File: src/rtl/gpio_pkg.sv
package gpio_pkg;

  typedef enum logic [1:0] {
    PULL_NONE = 2'b00,
    PULL_DOWN = 2'b01,
    PULL_UP   = 2'b10,
    PULL_RSVD = 2'b11
  } pull_e;

  typedef struct packed {
    logic       dir_in;
    pull_e      pull;
    logic       irq_both;
    logic       pwr_dom;
    logic       act_high;
    logic       open_drain;
    logic       spare8;
    logic       enable;
    logic [2:0] spare_mid;
    logic [3:0] func;
  } pin_cfg_t;

  localparam logic [15:0] CFG_RESET = 16'hA400;
  localparam logic [3:0]  FUNC_GPIO = 4'h0;

endpackage

File: src/rtl/gpio_sync.sv
module gpio_sync #(
  parameter int STAGES = 2
) (
  input  logic clk,
  input  logic rst_n,
  input  logic d,
  output logic q
);
  logic [STAGES-1:0] chain;

  always_ff @(posedge clk or negedge rst_n) begin
    if (!rst_n) chain <= '0;
    else        chain <= {chain[STAGES-2:0], d};
  end

  assign q = chain[STAGES-1];
endmodule

File: src/rtl/gpio_debounce.sv
module gpio_debounce #(
  parameter int CYCLES = 16
) (
  input  logic clk,
  input  logic rst_n,
  input  logic raw,
  output logic level
);
  localparam int CW = (CYCLES > 1) ? $clog2(CYCLES) : 1;
  localparam logic [CW-1:0] LAST = CW'(CYCLES - 1);

  logic [CW-1:0] cnt;

  always_ff @(posedge clk or negedge rst_n) begin
    if (!rst_n) begin
      cnt   <= '0;
      level <= 1'b0;
    end else if (raw == level) begin
      cnt <= '0;
    end else if (cnt == LAST) begin
      cnt   <= '0;
      level <= raw;
    end else begin
      cnt <= cnt + 1'b1;
    end
  end
endmodule

File: src/rtl/gpio_edge_irq.sv
module gpio_edge_irq (
  input  logic clk,
  input  logic rst_n,
  input  logic level,
  input  logic arm,
  input  logic both,
  input  logic act_high,
  input  logic clr,
  output logic flag
);
  logic prev;
  logic rise, fall, hit;

  always_ff @(posedge clk or negedge rst_n) begin
    if (!rst_n) prev <= 1'b0;
    else        prev <= level;
  end

  assign rise = level & ~prev;
  assign fall = ~level & prev;
  assign hit  = arm & (both ? (rise | fall) : (act_high ? rise : fall));

  always_ff @(posedge clk or negedge rst_n) begin
    if (!rst_n)   flag <= 1'b0;
    else if (hit) flag <= 1'b1;
    else if (clr) flag <= 1'b0;
  end
endmodule

File: src/rtl/gpio_pin_ctrl.sv
module gpio_pin_ctrl
  import gpio_pkg::*;
#(
  parameter int DEB_CYCLES  = 16,
  parameter int SYNC_STAGES = 2
) (
  input  logic        clk,
  input  logic        rst_n,
  input  logic        wr_en,
  input  logic        wr_sel,
  input  logic [15:0] wr_data,
  output logic [15:0] cfg_rd,
  output logic        lvl_rd,
  output logic        lvl_rd_valid,
  input  logic        pad_in,
  output logic        pad_out,
  output logic        pad_oe,
  output logic        pad_pu,
  output logic        pad_pd,
  output logic        irq,
  input  logic        irq_clr
);
  logic [15:0] cfg_q;
  logic        lvl_q;
  pin_cfg_t    cfg;
  logic        pad_s, pad_f;
  logic        drive_on, want_pad;

  always_ff @(posedge clk or negedge rst_n) begin
    if (!rst_n) begin
      cfg_q <= CFG_RESET;
      lvl_q <= 1'b0;
    end else if (wr_en) begin
      if (wr_sel) lvl_q <= wr_data[0];
      else        cfg_q <= wr_data;
    end
  end

  assign cfg    = pin_cfg_t'(cfg_q);
  assign cfg_rd = cfg_q;

  // Output path
  assign drive_on = cfg.enable & ~cfg.dir_in & (cfg.func == FUNC_GPIO);
  assign want_pad = lvl_q ^ ~cfg.act_high;

  always_comb begin
    if (cfg.open_drain) begin
      pad_out = 1'b0;
      pad_oe  = drive_on & ~want_pad;
    end else begin
      pad_out = want_pad;
      pad_oe  = drive_on;
    end
  end

  assign pad_pu = (cfg.pull == PULL_UP);
  assign pad_pd = (cfg.pull == PULL_DOWN);

  // Input path
  gpio_sync #(.STAGES(SYNC_STAGES)) u_sync (
    .clk(clk), .rst_n(rst_n), .d(pad_in), .q(pad_s)
  );

  gpio_debounce #(.CYCLES(DEB_CYCLES)) u_deb (
    .clk(clk), .rst_n(rst_n), .raw(pad_s), .level(pad_f)
  );

  assign lvl_rd_valid = cfg.enable &
                        ~(~cfg.dir_in & cfg.open_drain & (cfg.pull != PULL_UP));
  assign lvl_rd       = lvl_rd_valid & (pad_f ^ ~cfg.act_high);

  gpio_edge_irq u_irq (
    .clk(clk), .rst_n(rst_n), .level(pad_f), .arm(cfg.enable),
    .both(cfg.irq_both), .act_high(cfg.act_high), .clr(irq_clr), .flag(irq)
  );
endmodule

File: config.mk
export PLATFORM = sky130hd
export DESIGN_NAME = gpio_pin_ctrl
export DESIGN_NICKNAME = d
export VERILOG_FILES = /design/src/rtl/gpio_pkg.sv /design/src/rtl/gpio_sync.sv /design/src/rtl/gpio_debounce.sv /design/src/rtl/gpio_edge_irq.sv /design/src/rtl/gpio_pin_ctrl.sv
export SDC_FILE = /design/constraint.sdc
export NUM_CORES = 1
export LEC_CHECK = 0
export BUFFER_PORTS_ARGS = -buffer_cell sky130_fd_sc_hd__buf_2
export CORE_UTILIZATION = 50
export DETAILED_ROUTE_END_ITERATION = 6
export PLACE_DENSITY = 0.81
export SYNTH_ARGS = -nofsm -noshare
export SYNTH_HDL_FRONTEND = slang
export SYNTH_SLANG_ARGS = --single-unit
File: constraint.sdc
create_clock -name clk -period 2.87 [get_ports clk]
set_input_delay 0.287 -clock clk [delete_from_list [all_inputs] [get_ports clk]]
set_output_delay 0.287 -clock clk [all_outputs]
set_load 0.005 [all_outputs]
Word level (Yosys, flattened, before mapping). Cells that the tools add are included.

Logic and storage cells: 47. Output and inout port bits: 23. Bits in registers: 26.

Add/subtract/negate cells: 1. Bitwise logic cells: 21. Equality and inequality tests: 5. Mux-type cells: 8. Reduce and logical (&&, ||, !) cells: 5.

Operator list (count): bitwise AND 1 bit (10); two-way mux 4 bit (2); inverter 1 bit (8); two-way mux 1 bit (6); AND reduction 2 bit (3); adder 4 x 1 -> 4 bit (second input constant) (1); == test 4 bit (second input constant) (1); logical NOT 4 bit (1); == test 2 x 1 -> 1 bit (second input constant) (1); == test 2 bit (second input constant) (1); != test 2 bit (second input constant) (1); nonzero test 2 bit (1); bitwise XOR 1 bit (2); == test 1 bit (1); bitwise OR 1 bit (1).

Longest topological paths before layout. Gate-level depths: netlist (run 1).

Word-level depth: 6. Mapped depth: 5.

Modules after synthesis. A second synthesis (run 1) with hierarchy kept.

Cell total of the unflattened synthesis: 79. Area total of the unflattened synthesis: 1126.1 sq um.

By module, submodules not included: gpio_pin_ctrl (cells an instance 48, instances 1, area each 726.9 sq um); gpio_debounce (cells an instance 18, instances 1, area each 230.2 sq um); gpio_edge_irq (cells an instance 11, instances 1, area each 118.9 sq um); gpio_sync (cells an instance 2, instances 1, area each 50.0 sq um).

Least setup slack after synthesis (run 1). Ideal clock, no wire load.

Kind: register -> output. Start: register cfg_q[1], in the netlist cfg_rd[1]. End: output pad_oe. Stages on the path, launching flop included: 3. Arrival: 1.254 ns. Path slack: 1.329 ns. Buffers on the path: 0. Path through: dfrtp_1 or4b_1 a2111oi_2.

Word-level cells in the longest chain between the ends: 4.

Ends and longest elaborated chain: from (decl) (line gpio_pin_ctrl.sv:23) `logic [15:0] cfg_q;`; from (signal assigned) (line gpio_pin_ctrl.sv:35) `else cfg_q <= wr_data;`; logical NOT 4 bit * (line gpio_pin_ctrl.sv:43) `assign drive_on = cfg.enable & ~cfg.dir_in & (cfg.func == FUNC_GPIO);`; bitwise AND 1 bit * (line gpio_pin_ctrl.sv:43); bitwise AND 1 bit (line gpio_pin_ctrl.sv:49) `pad_oe = drive_on & ~want_pad;`; two-way mux 1 bit * (line gpio_pin_ctrl.sv:47) `if (cfg.open_drain) begin`; to (decl) (line gpio_pin_ctrl.sv:17) `output logic pad_oe,`.

Every way passes the cells marked *; elsewhere a longest branch is shown, timed or not.

Worst setup path in the final report (run 1). Ends and elaborated chain as after synthesis.

==> summary.md, run 1 <==
| Metric | Value |
|---|---|
| Clk network pwr share | 0.231 |
| Clock Latency Late Sink | 320 ps |
| Final setup fails | 0 |
| Port buffer count | 44 |
| CTS Buffer Depth | 2 |
| Post-synthesis average cell area | 13.5 µm² |
| Fin cells | approximately 160 |
| Initial Util | 0.550 |
| Site Rows | 16 |
| Layer with the highest usage | met2 |
| Reg clk slew, reported paths | 130 ps |
| Total negative setup slack | 0 ps |
| R2R depth | 5 |
| DR vias/cell | between 4 and 5 |
| Final RePlAce weighted congestion | ~0.75 |
| Antenna viol nets, final | 0 |
| CTS tree | done |
| Initial antenna violation count | 0 |
| Worst EP arrival | ~1800 ps |
| Starting DRC count in detailed routing | 4 |
| RSZ-0062 raised after global routing | false |
| #FFs+latches synth | 26 |
| Post-Route WL | 1.97 mm |
| WS Path Type | reg -> out |
| Die X | 49.4 µm |
| Peak supply drop | 0.371 mV |
| Cells after DPL | 150 |
| Clock Sinks | 26 |
| CTS Buf Count | 3 |
| Worst setup SP type | flip-flop |
| Power per cell area | 558 nW/µm² |
| Routed wire per std cell | 12.7 µm |
| DRC Markers | 0 |
| Largest net degree at the start of global routing | 27 |
| GRT overflow | 0 |
| Min Hold Slack | 62.6 ps |
| Leakage | roughly 0.67 nW |
| Worst Skew | roughly 0.57 ps |
| I/O pin cnt | 45 |
| Psw | around 0.00020 W |
| Seq pwr share | 0.574 |
| First-pass DRT Iterations | 2 |
| Post-Syn Area | 1120 µm² |
| Outcome | completed |
| Post-synthesis sequential area ratio | 0.583 |
| Comb pwr share | 0.196 |
| Worst-path fanout max | 3 |
| Hold Path Stages | 1 |
| Endpoint class of the critical path | output pin |
| Vias | 762 |
| Worst slew margin | 0.628 |
| GR Util met3 | 0.0436 |
| First-pass GRT wire length | 3.44 mm |
| Total power | between 0.0007 and 0.0008 W |
| WP data required | 2580 ps |
| Design area | between 1000 and 1500 µm² |
| H-tree Lvls | 1 |
| Met1 GRT Util | 0.228 |
| Switching part of the total | 0.253 |
| Post-CTS Setup Inserts | 0 |
| Fmax | 491 MHz |
| Hold WC Path Type | in -> reg |
| Nets | roughly 150 |
| Cell Area, Placed | 1350 µm² |
| Vias in the first global route | 780 |
| DIE AREA | 2440 µm² |
| Max_cap viols | 0 |
| Total Routing Usage GR | 0.190 |
| Dpl hpwl | 1.52 mm |
| Ys Warns | 0 |
| Met2 global-route usage | 0.317 |
| Final Max Tran Viols | 0 |
| Die Height | 49.4 µm |
| Period utilization | 0.710 |
| CTS resizes | 0 |
| Clk root buf | clkbuf_4 |
| # fillers | about 170 |
| Final-report hold violation count | 0 |
| Syn_nets | 108 |
| Synth cell types | 21 |
| Pint | 0.000582 W |
| P&R area growth vs syn | 24.5% |
| Gate count of the mapped netlist | 83 |
| Core area | 2040 µm² |
| Worst Tran Pin Value | about 560 ps |
| Tmin final | 2040 ps |
| Layout cell share with drive strength beyond 1 | 0.563 |
| # diodes | 0 |
==> synth_stat cells <==
cell	instances	area share
xnor2_1	4	0.031
a21oi_1	2	0.0089
nand4b_1	1	0.0078
a2111oi_2	1	0.013
nand3_1	1	0.0045
o21ai_0	3	0.013
nor2_1	1	0.0033
nand2_1	3	0.010
o31a_2	1	0.0089
or4b_1	1	0.0089
and2_1	2	0.011
buf_2	2	0.0089
mux2_2	18	0.18
inv_1	5	0.017
buf_4	3	0.020
o211ai_1	1	0.0067
dfstp_2	3	0.070
nor3b_1	1	0.0067
dfrtp_1	23	0.51
nor2b_1	4	0.022
ha_1	3	0.033
==> cell usage in the layout, fill, tap and decap left out <==
| cell type | n |
|---|---|
| nor2b_1 | 4 |
| nor2_1 | 1 |
| buf_4 | 1 |
| nand4b_1 | 1 |
| a2111oi_2 | 1 |
| ha_1 | 3 |
| dfrtp_1 | 23 |
| clkbuf_4 | 3 |
| buf_2 | 44 |
| xnor2_1 | 4 |
| inv_1 | 5 |
| o211ai_1 | 1 |
| clkbuf_8 | 1 |
| a21oi_1 | 2 |
| mux2_2 | 18 |
| nor3b_1 | 1 |
| dfstp_2 | 3 |
| dlygate4sd3_1 | 1 |
| o21ai_0 | 3 |
| nand2_1 | 3 |
| and2_1 | 2 |
| or4b_1 | 1 |
| o31a_2 | 1 |
| nand3_1 | 1 |
==> power by group through the flow <==
stage | clock network [W] | logic (W) | registers, W
3_5_place_dp | 0 | 0.000153 | 0.000455
5_1_grt | 0.000200 | 0.000168 | 0.000456
2_1_floorplan | 0 | 0.0000812 | 0.000453
3_3_place_gp | 0 | 0.000151 | 0.000451
6_report | 0.000180 | 0.000152 | 0.000447
4_1_cts | 0.000189 | 0.000155 | 0.000448
==> cell families (layout without fill, tap and decap cells) <==
family | count (synthesis) | after routing | synth area share
buffers and inverters | 10 | 55 | 0.0457
adders and majority gates | 3 | 3 | 0.0334
DFF | 26 | 26 | 0.583
xor gates and xnor gates | 4 | 4 | 0.0312
and+or+nand+nor | 14 | 14 | 0.0747
AOI/OAI and AO/OA | 8 | 8 | 0.0513
muxes | 18 | 18 | 0.181
==> state kept, by name, summed over array words and instances (netlist names) <==
register      cells
u_sync.chain      2
u_deb.cnt         4
cfg_rd           16
lvl_q             1
u_deb.level       1
u_irq.prev        1
u_irq.flag        1
==> stage by stage <==
stage / setup WS [ps] / util
global placement: 1200 / 0.662
finish: 834 / 0.684
global route: 742 / 0.684
CTS: 806 / 0.684
detailed placement: 1190 / 0.662
floorplan: 1330 / -
==> critical path, cell delays in order (launching register included) <==
cell	delay [ps]
dfrtp_1	420
or4b_1	520
a2111oi_2	330
buf_2	170
==> final cells by class <==
type,instances,area [µm²],share of cell area
clock buffer,4,36.3,0.0260
sequential,26,654,0.468
timing repair buffer,46,238,0.170
inverter,5,18.8,0.0134
multi-input combinational,47,417,0.298
tap,27,33.8,0.0242
==> what timing repair did <==
action | in CTS | in global routing
hold buffers | 1 | 0
endpoints found under the setup margin | 0 | 0
endpoints found under the hold margin | 23 | 0
==> per-layer routing <==
| metal | vias to the layer above | routed length [µm] |
|---|---|---|
| li1 | 373 | - |
| met1 | 357 | 842 |
| met2 | 27 | 951 |
| met3 | 5 | 127 |
| met4 | 0 | 46 |
| met5 | - | 0 |
==> final timing paths <==
path	from	to	slack, ps
min in group asynchronous	rst_n	cfg_rd[5]	480
min reg2reg	u_sync.chain[0]	u_sync.chain[1]	370
max reg2reg	u_deb.level	u_irq.flag	1490
max	cfg_rd[1]	pad_oe	830
min	pad_in	u_sync.chain[0]	60
max in group asynchronous	rst_n	cfg_rd[15]	2010
Power figures use the tool's default switching activity.
==> inputs of run 2 (changes only) <==
Settings changed: ABC_AREA set to 1, CORE_UTILIZATION 50 to 43, PLACE_DENSITY 0.81 to 0.73.
Clock period 2.87 ns to 1.7 ns, I/O delays scaled along.
==> run 2 against run 1 <==
Setup slack lost 640 ps. Hold slack lost 2.5 ps. Highest routed layer unchanged. Largest cell class unchanged. Sequential share of layout area shrank 2.0 points.
==> summary.md, run 2 <==
| Metric | Value |
|---|---|
| Antenna viol nets, final | 0 |
| Final-report hold violation count | 0 |
| Vias | 987 |
| Vias in the first global route | just over 800 |
| Dpl hpwl | 1.74 mm |
| DRC Markers | 0 |
| GRT overflow | 0 |
| Total negative setup slack | 0 ps |
| Largest net degree at the start of global routing | 27 |
| Max_cap viols | 0 |
| Tmin final | ~1500 ps |
| # diodes | 0 |
| Primary FF master, synth | dfrtp_1 |
| Post-synthesis average cell area | 8.68 µm² |
| Hold Buf Count CTS | 2 |
| Leakage | between 0.8 and 0.9 nW |
| Reg clk slew, reported paths | ~130 ps |
| CTS Buf Count | 3 |
| Top-area cell type share of the netlist area | 0.481 |
| Outcome | completed |
| Synth area leaders | dfrtp_1 (48%), nand2_1 (13%), dfstp_2 (6.6%) |
| Clock Sinks | 26 |
| Period utilization | 0.888 |
| CP max stage cell | dfstp_2 |
| Worst Tran Pin Value | 556 ps |
| Post-Syn Area | 1200 µm² |
| Worst Skew | 3.79 ps |
| Initial Util | 0.471 |
| Layout cell share with drive strength beyond 1 | 0.337 |
| Worst EP arrival | 1340 ps |
| Final Max Tran Viols | 0 |
| Delay-heaviest family, CP | flip-flops |
| Final RePlAce weighted congestion | 0.724 |
| Total power | 0.00128 W |
| Power per cell area | 879 nW/µm² |
| Ys Warns | 0 |
| Starting DRC count in detailed routing | 13 |
| Synth cell types | 20 |
| Peak supply drop | ~0.64 mV |
| Gate count of the mapped netlist | 138 |
| Post-synthesis sequential area ratio | 0.546 |
| Die Height | 54.8 µm |
| Ys async rst share | 1.00 |
| Worst path buffer plus inverter count | 2 |
| Commonest cells after routing, fill and taps aside | buf_2 (44), nand2_1 (40), dfrtp_1 (23) |
| Total Routing Usage GR | 0.158 |
| H-tree Lvls | 1 |
| Initial antenna violation count | 0 |
| Post-CTS Setup Inserts | 0 |
| Port buffer count | 44 |
| CP peak stage delay | 590 ps |
| Post-Route WL | between 2 and 2.5 mm |
| Synth top cells by count | nand2_1 (40), dfrtp_1 (23), inv_1 (15), nand3_1 (15), nor2_1 (15) |
| Site Rows | 18 |
| Hold WC Path Type | in -> reg |
| Worst-path fanout max | 5 |
| Routed wire per std cell | 10.7 µm |
| Max reg flops | 16 |
| Core area | approximately 2500 µm² |
| CTS resizes | 0 |
| Crit-path cells | inv_1, nand2_1, nand2_1, nor2_1, nor2_1, buf_2 |
| Syn_nets | 163 |
| First-pass DRT Iterations | 4 |
| Die X | 54.8 µm |
| DR vias/cell | roughly 4.7 |
| Clk root buf | clkbuf_4 |
| Most frequent cell after synthesis | nand2_1 |
| Fmax | 662 MHz |
| WS Path Type | reg -> out |
| #FFs+latches synth | 26 |
| DIE AREA | roughly 3000 µm² |
| First-pass GRT wire length | 3.35 mm |
| Post-synth top area cell | dfrtp_1 |
| Endpoint class of the critical path | output pin |
| I/O pin cnt | 45 |
| Commonest non-fill, non-tap cell in the layout | buf_2 |
| WP data required | 1530 ps |
| CTS tree | done |
| Final setup fails | 0 |
| Nets | 207 |
| RSZ-0062 raised after global routing | false |
| Worst setup SP type | flip-flop |
| Number of synthesized flops with an enable pin | 0 |
| Clock Latency Late Sink | between 300 and 400 ps |
| CTS Buffer Depth | 2 |
| Worst slew margin | 0.629 |
| P&R area growth vs syn | 21.9% |
[run 2: per-stage QoR]
step	utilization	cell area [µm²]	std cells	setup slack (ps)	hold slack (ps)
after floorplan	-	1200	138	677	-126
after global placement	0.552	1400	205	532	196
after detailed placement	0.552	1400	205	498	199
after CTS	0.574	1460	211	162	49.2
after global routing	0.574	1460	211	70.1	44.3
final	0.574	1460	211	190	60.1
[run 2: per-layer routing]
metal | share of wire | routed length [µm] | global-route usage
met5 | 0 | 0 | 0
met2 | 0.45 | 1020 | 0.261
met4 | 0.0076 | 17 | 0.0513
met1 | 0.47 | 1060 | 0.204
met3 | 0.070 | 157 | 0.0333
[run 2: path summary, 6_finish.rpt]
kind	from	end	slack [ps]	cells after the start
worst max-delay path	cfg_rd[10]	pad_oe	190	6
max in group asynchronous	rst_n	cfg_rd[10]	960	2
worst min-delay path	wr_data[15]	cfg_rd[15]	60	3
worst max register to register	u_deb.level	u_irq.flag	570	5
min in group asynchronous	rst_n	cfg_rd[12]	360	2
worst min register to register	u_sync.chain[0]	u_sync.chain[1]	380	0
[run 2: worst reg2reg max path: stages (launching register included)]
cell	delay (ps)
dfrtp_1	470
inv_1	90
ha_1	300
a21oi_1	120
nand2_1	60
nand2_1	50
[run 2: layout make-up]
class / count / area (µm²)
tap: 30 / 37.5
clock buffer: 4 / 36.3
multi-input combinational: 89 / 432
timing repair buffer: 46 / 240
inverter: 16 / 60.1
sequential: 26 / 654
fill: 246 / 1080
[run 2: logic make-up after synthesis]
group,synth area share
AOI/OAI and AO/OA,0.0533
xor gates and xnor gates,0.0146
adders and majority gates,0.0314
buffers and inverters,0.0930
DFF,0.547
and+or+nand+nor,0.261
[run 2: power by group]
group	internal [W]	leakage, nW	switching (W)
combinational	0.000117	0.492	0.000135
sequential	0.000688	0.318	0.0000467
clock	0.000131	0.0210	0.000167
==> inputs of run 3 (changes only) <==
Settings changed: SYNTH_HIERARCHICAL set to 1.
==> run 3 against run 2 <==
Non-clock buffer count unchanged. Cell area increased by 1.5%. Hold slack got worse by 6.4 ps. Routed wire length increased by 6.6%. Clock-buffer cell count decreased by 1. Register-to-register slack got worse by 30 ps. Clock skew decreased by 2.5 ps. Flip-flop and latch count unchanged. Sequential share of layout area decreased by 0.68 points. First-iteration DRC count increased by 38%. Critical endpoint unchanged. Largest cell class unchanged.
==> summary.md, run 3 <==
| Metric | Value |
|---|---|
| Outcome | completed |
| CP peak stage delay | 610 ps |
| Worst path buffer plus inverter count | 2 |
| RSZ-0062 raised after global routing | false |
| Vias | 1,026 |
| Total negative setup slack | 0 ps |
| Seq pwr share | 0.523 |
| Antenna viol nets, final | 0 |
| CP max stage cell | dfstp_2 |
| DRC Markers | 0 |
| Initial antenna violation count | 0 |
| Power per cell area | ~960 nW/µm² |
| Worst slew margin | 0.632 |
| Post-Route WL | about 2.4 mm |
| Post-synthesis sequential area ratio | 0.555 |
| Reg clk slew, reported paths | between 100 and 150 ps |
| P&R area growth vs syn | 25.8% |
| Crit-path cells | inv_1, nand2_1, nand2_1, nor2_1, nor2_1, buf_2 |
| Psw | 0.000371 W |
| Worst setup SP type | flip-flop |
| GRT overflow | 0 |
| Clk network pwr share | 0.299 |
| Synth area leaders | dfrtp_1 (49%), nand2_1 (13%), nand3_1 (6.8%) |
| WS Path Type | reg -> out |
| Clk root buf | clkbuf_4 |
| Synth top cells by count | nand2_1 (42), dfrtp_1 (23), nor2_1 (17), inv_1 (16), nand3_1 (16) |
| Gate count of the mapped netlist | 138 |
| Comb pwr share | 0.179 |
| Final-report hold violation count | 0 |
| Final setup fails | 0 |
| Syn_nets | between 150 and 200 |
| First-pass DRT Iterations | 4 |
| Top-area cell type share of the netlist area | 0.488 |
| Vias in the first global route | 915 |
| I/O pin cnt | 45 |
| DR vias/cell | 4.79 |
| DIE AREA | 2950 µm² |
| Peak supply drop | 0.582 mV |
| Die X | roughly 54 µm |
| CTS Buffer Depth | 2 |
| Worst EP arrival | 1360 ps |
| Hold WC Path Type | in -> reg |
| Pint | 0.00105 W |
| Nets | 210 |
| Starting DRC count in detailed routing | 18 |
| Fmax | between 600 and 700 MHz |
| CTS Buf Count | 3 |
| Total power | between 0.001 and 0.0015 W |
| Site Rows | 18 |
| Dpl hpwl | 1.80 mm |
| Most frequent cell after synthesis | nand2_1 |
| Post-synthesis average cell area | 8.54 µm² |
| Final RePlAce weighted congestion | 0.731 |
| Ys async rst share | 1.00 |
| #FFs+latches synth | 26 |
| Cell Area, Placed | between 1000 and 1500 µm² |
| Max_cap viols | 0 |
| Synth cell types | 17 |
| Clock Latency Late Sink | between 300 and 400 ps |
| Clock Sinks | 26 |
| Post-CTS Setup Inserts | 0 |
| Post-synth top area cell | dfrtp_1 |
| Commonest cells after routing, fill and taps aside | buf_2 (44), nand2_1 (42), dfrtp_1 (23), nor2_1 (17) |
| Ys Warns | 6 |
| Worst-path fanout max | 6 |
| Routed wire per std cell | ~11 µm |
| Endpoint class of the critical path | output pin |
| Largest net degree at the start of global routing | 27 |
| Worst Skew | 1.26 ps |
| Max reg flops | 16 |
| Die Height | 54.4 µm |
| Primary FF master, synth | dfrtp_1 |
| Design area | 1480 µm² |
| Final Max Tran Viols | 0 |
| Delay-heaviest family, CP | flip-flops |
| CTS tree | done |
| Switching part of the total | 0.262 |
| Core area | about 2500 µm² |
| Worst Tran Pin Value | roughly 550 ps |
| Total Routing Usage GR | 0.182 |
| Leakage | 0.852 nW |
| Initial Util | 0.467 |
| First-pass GRT wire length | between 3 and 4 mm |
| Number of synthesized flops with an enable pin | 0 |
| Tmin final | about 1500 ps |
| Commonest non-fill, non-tap cell in the layout | buf_2 |
| H-tree Lvls | 1 |
| Layout cell share with drive strength beyond 1 | 0.321 |
| # diodes | 0 |
| WP data required | 1530 ps |
| Post-Syn Area | 1180 µm² |
| Period utilization | 0.900 |
| Port buffer count | 44 |
-- run 3: cell count changes after synthesis, moves of 2 or more --
cell	previous run	this run
buf_4	4	0
nor2_2	3	0
nand2_1	40	42
nor2_1	15	17
o21ai_0	2	0
o21ai_1	1	3
-- run 3: worst register-to-register path, stage by stage (launching register included) --
cell	delay, ps
dfrtp_1	500
inv_1	80
ha_1	310
a21boi_2	120
nand2_1	60
nand2_1	50
-- run 3: per-layer routing --
layer | vias up | GRT usage | routed length, µm
li1 | 515 | - | -
met1 | 467 | 0.223 | 1110
met2 | 40 | 0.309 | 1110
met3 | 4 | 0.0278 | 152
met4 | 0 | 0.0940 | 34
met5 | - | 0 | 0
-- run 3: power groups by stage --
stage	sequential, W	clock [W]	combinational, W
2_1_floorplan	0.000749	0	0.000127
5_1_grt	0.000753	0.000450	0.000292
3_5_place_dp	0.000753	0	0.000254
6_report	0.000741	0.000423	0.000254
3_3_place_gp	0.000748	0	0.000246
4_1_cts	0.000741	0.000438	0.000258
-- run 3: what timing repair did --
item                      CTS  global route
hold buffers                2             0
hold endpoints to repair   24             0
gates resized for setup     0             0
-- run 3: kinds of logic after synthesis --
logic type | share of synthesized area
XOR/XNOR | 0.0149
flip-flops | 0.555
adder cells (fa/ha/maj) | 0.0319
AO/OA/AOI/OAI | 0.0520
buffers and inverters | 0.0796
AND/OR/NAND/NOR | 0.266
-- run 3: path summary, 6_finish.rpt --
kind | end | cells past startpoint | start | slack (ps)
max | pad_oe | 6 | cfg_rd[10] | 170
min | cfg_rd[15] | 3 | wr_data[15] | 50
max reg2reg | u_irq/flag | 5 | u_deb/level | 540
min reg2reg | u_sync/chain[1] | 0 | u_sync/chain[0] | 370
max in group asynchronous | cfg_rd[13] | 2 | rst_n | 980
min in group asynchronous | cfg_rd[3] | 2 | rst_n | 350
-- run 3: final cells by class --
| cell class | count | area [µm²] |
|---|---|---|
| Clock buffer | 3 | 22.5 |
| Clock inverter | 1 | 30.0 |
| Fill cell | 240 | 1040 |
| Inverter | 18 | 67.6 |
| Multi-Input combinational cell | 90 | 430 |
| Sequential cell | 26 | 654 |
| Tap cell | 30 | 37.5 |
| Timing Repair Buffer | 46 | 240 |
-- run 3: stage by stage --
step	hold slack, ps	util	std cells	setup slack (ps)
after floorplan	-126	-	138	673
after global placement	193	0.559	208	558
after detailed placement	199	0.559	208	534
after CTS	42.4	0.588	214	155
after global routing	57.8	0.588	214	60.9
final	53.7	0.588	214	170
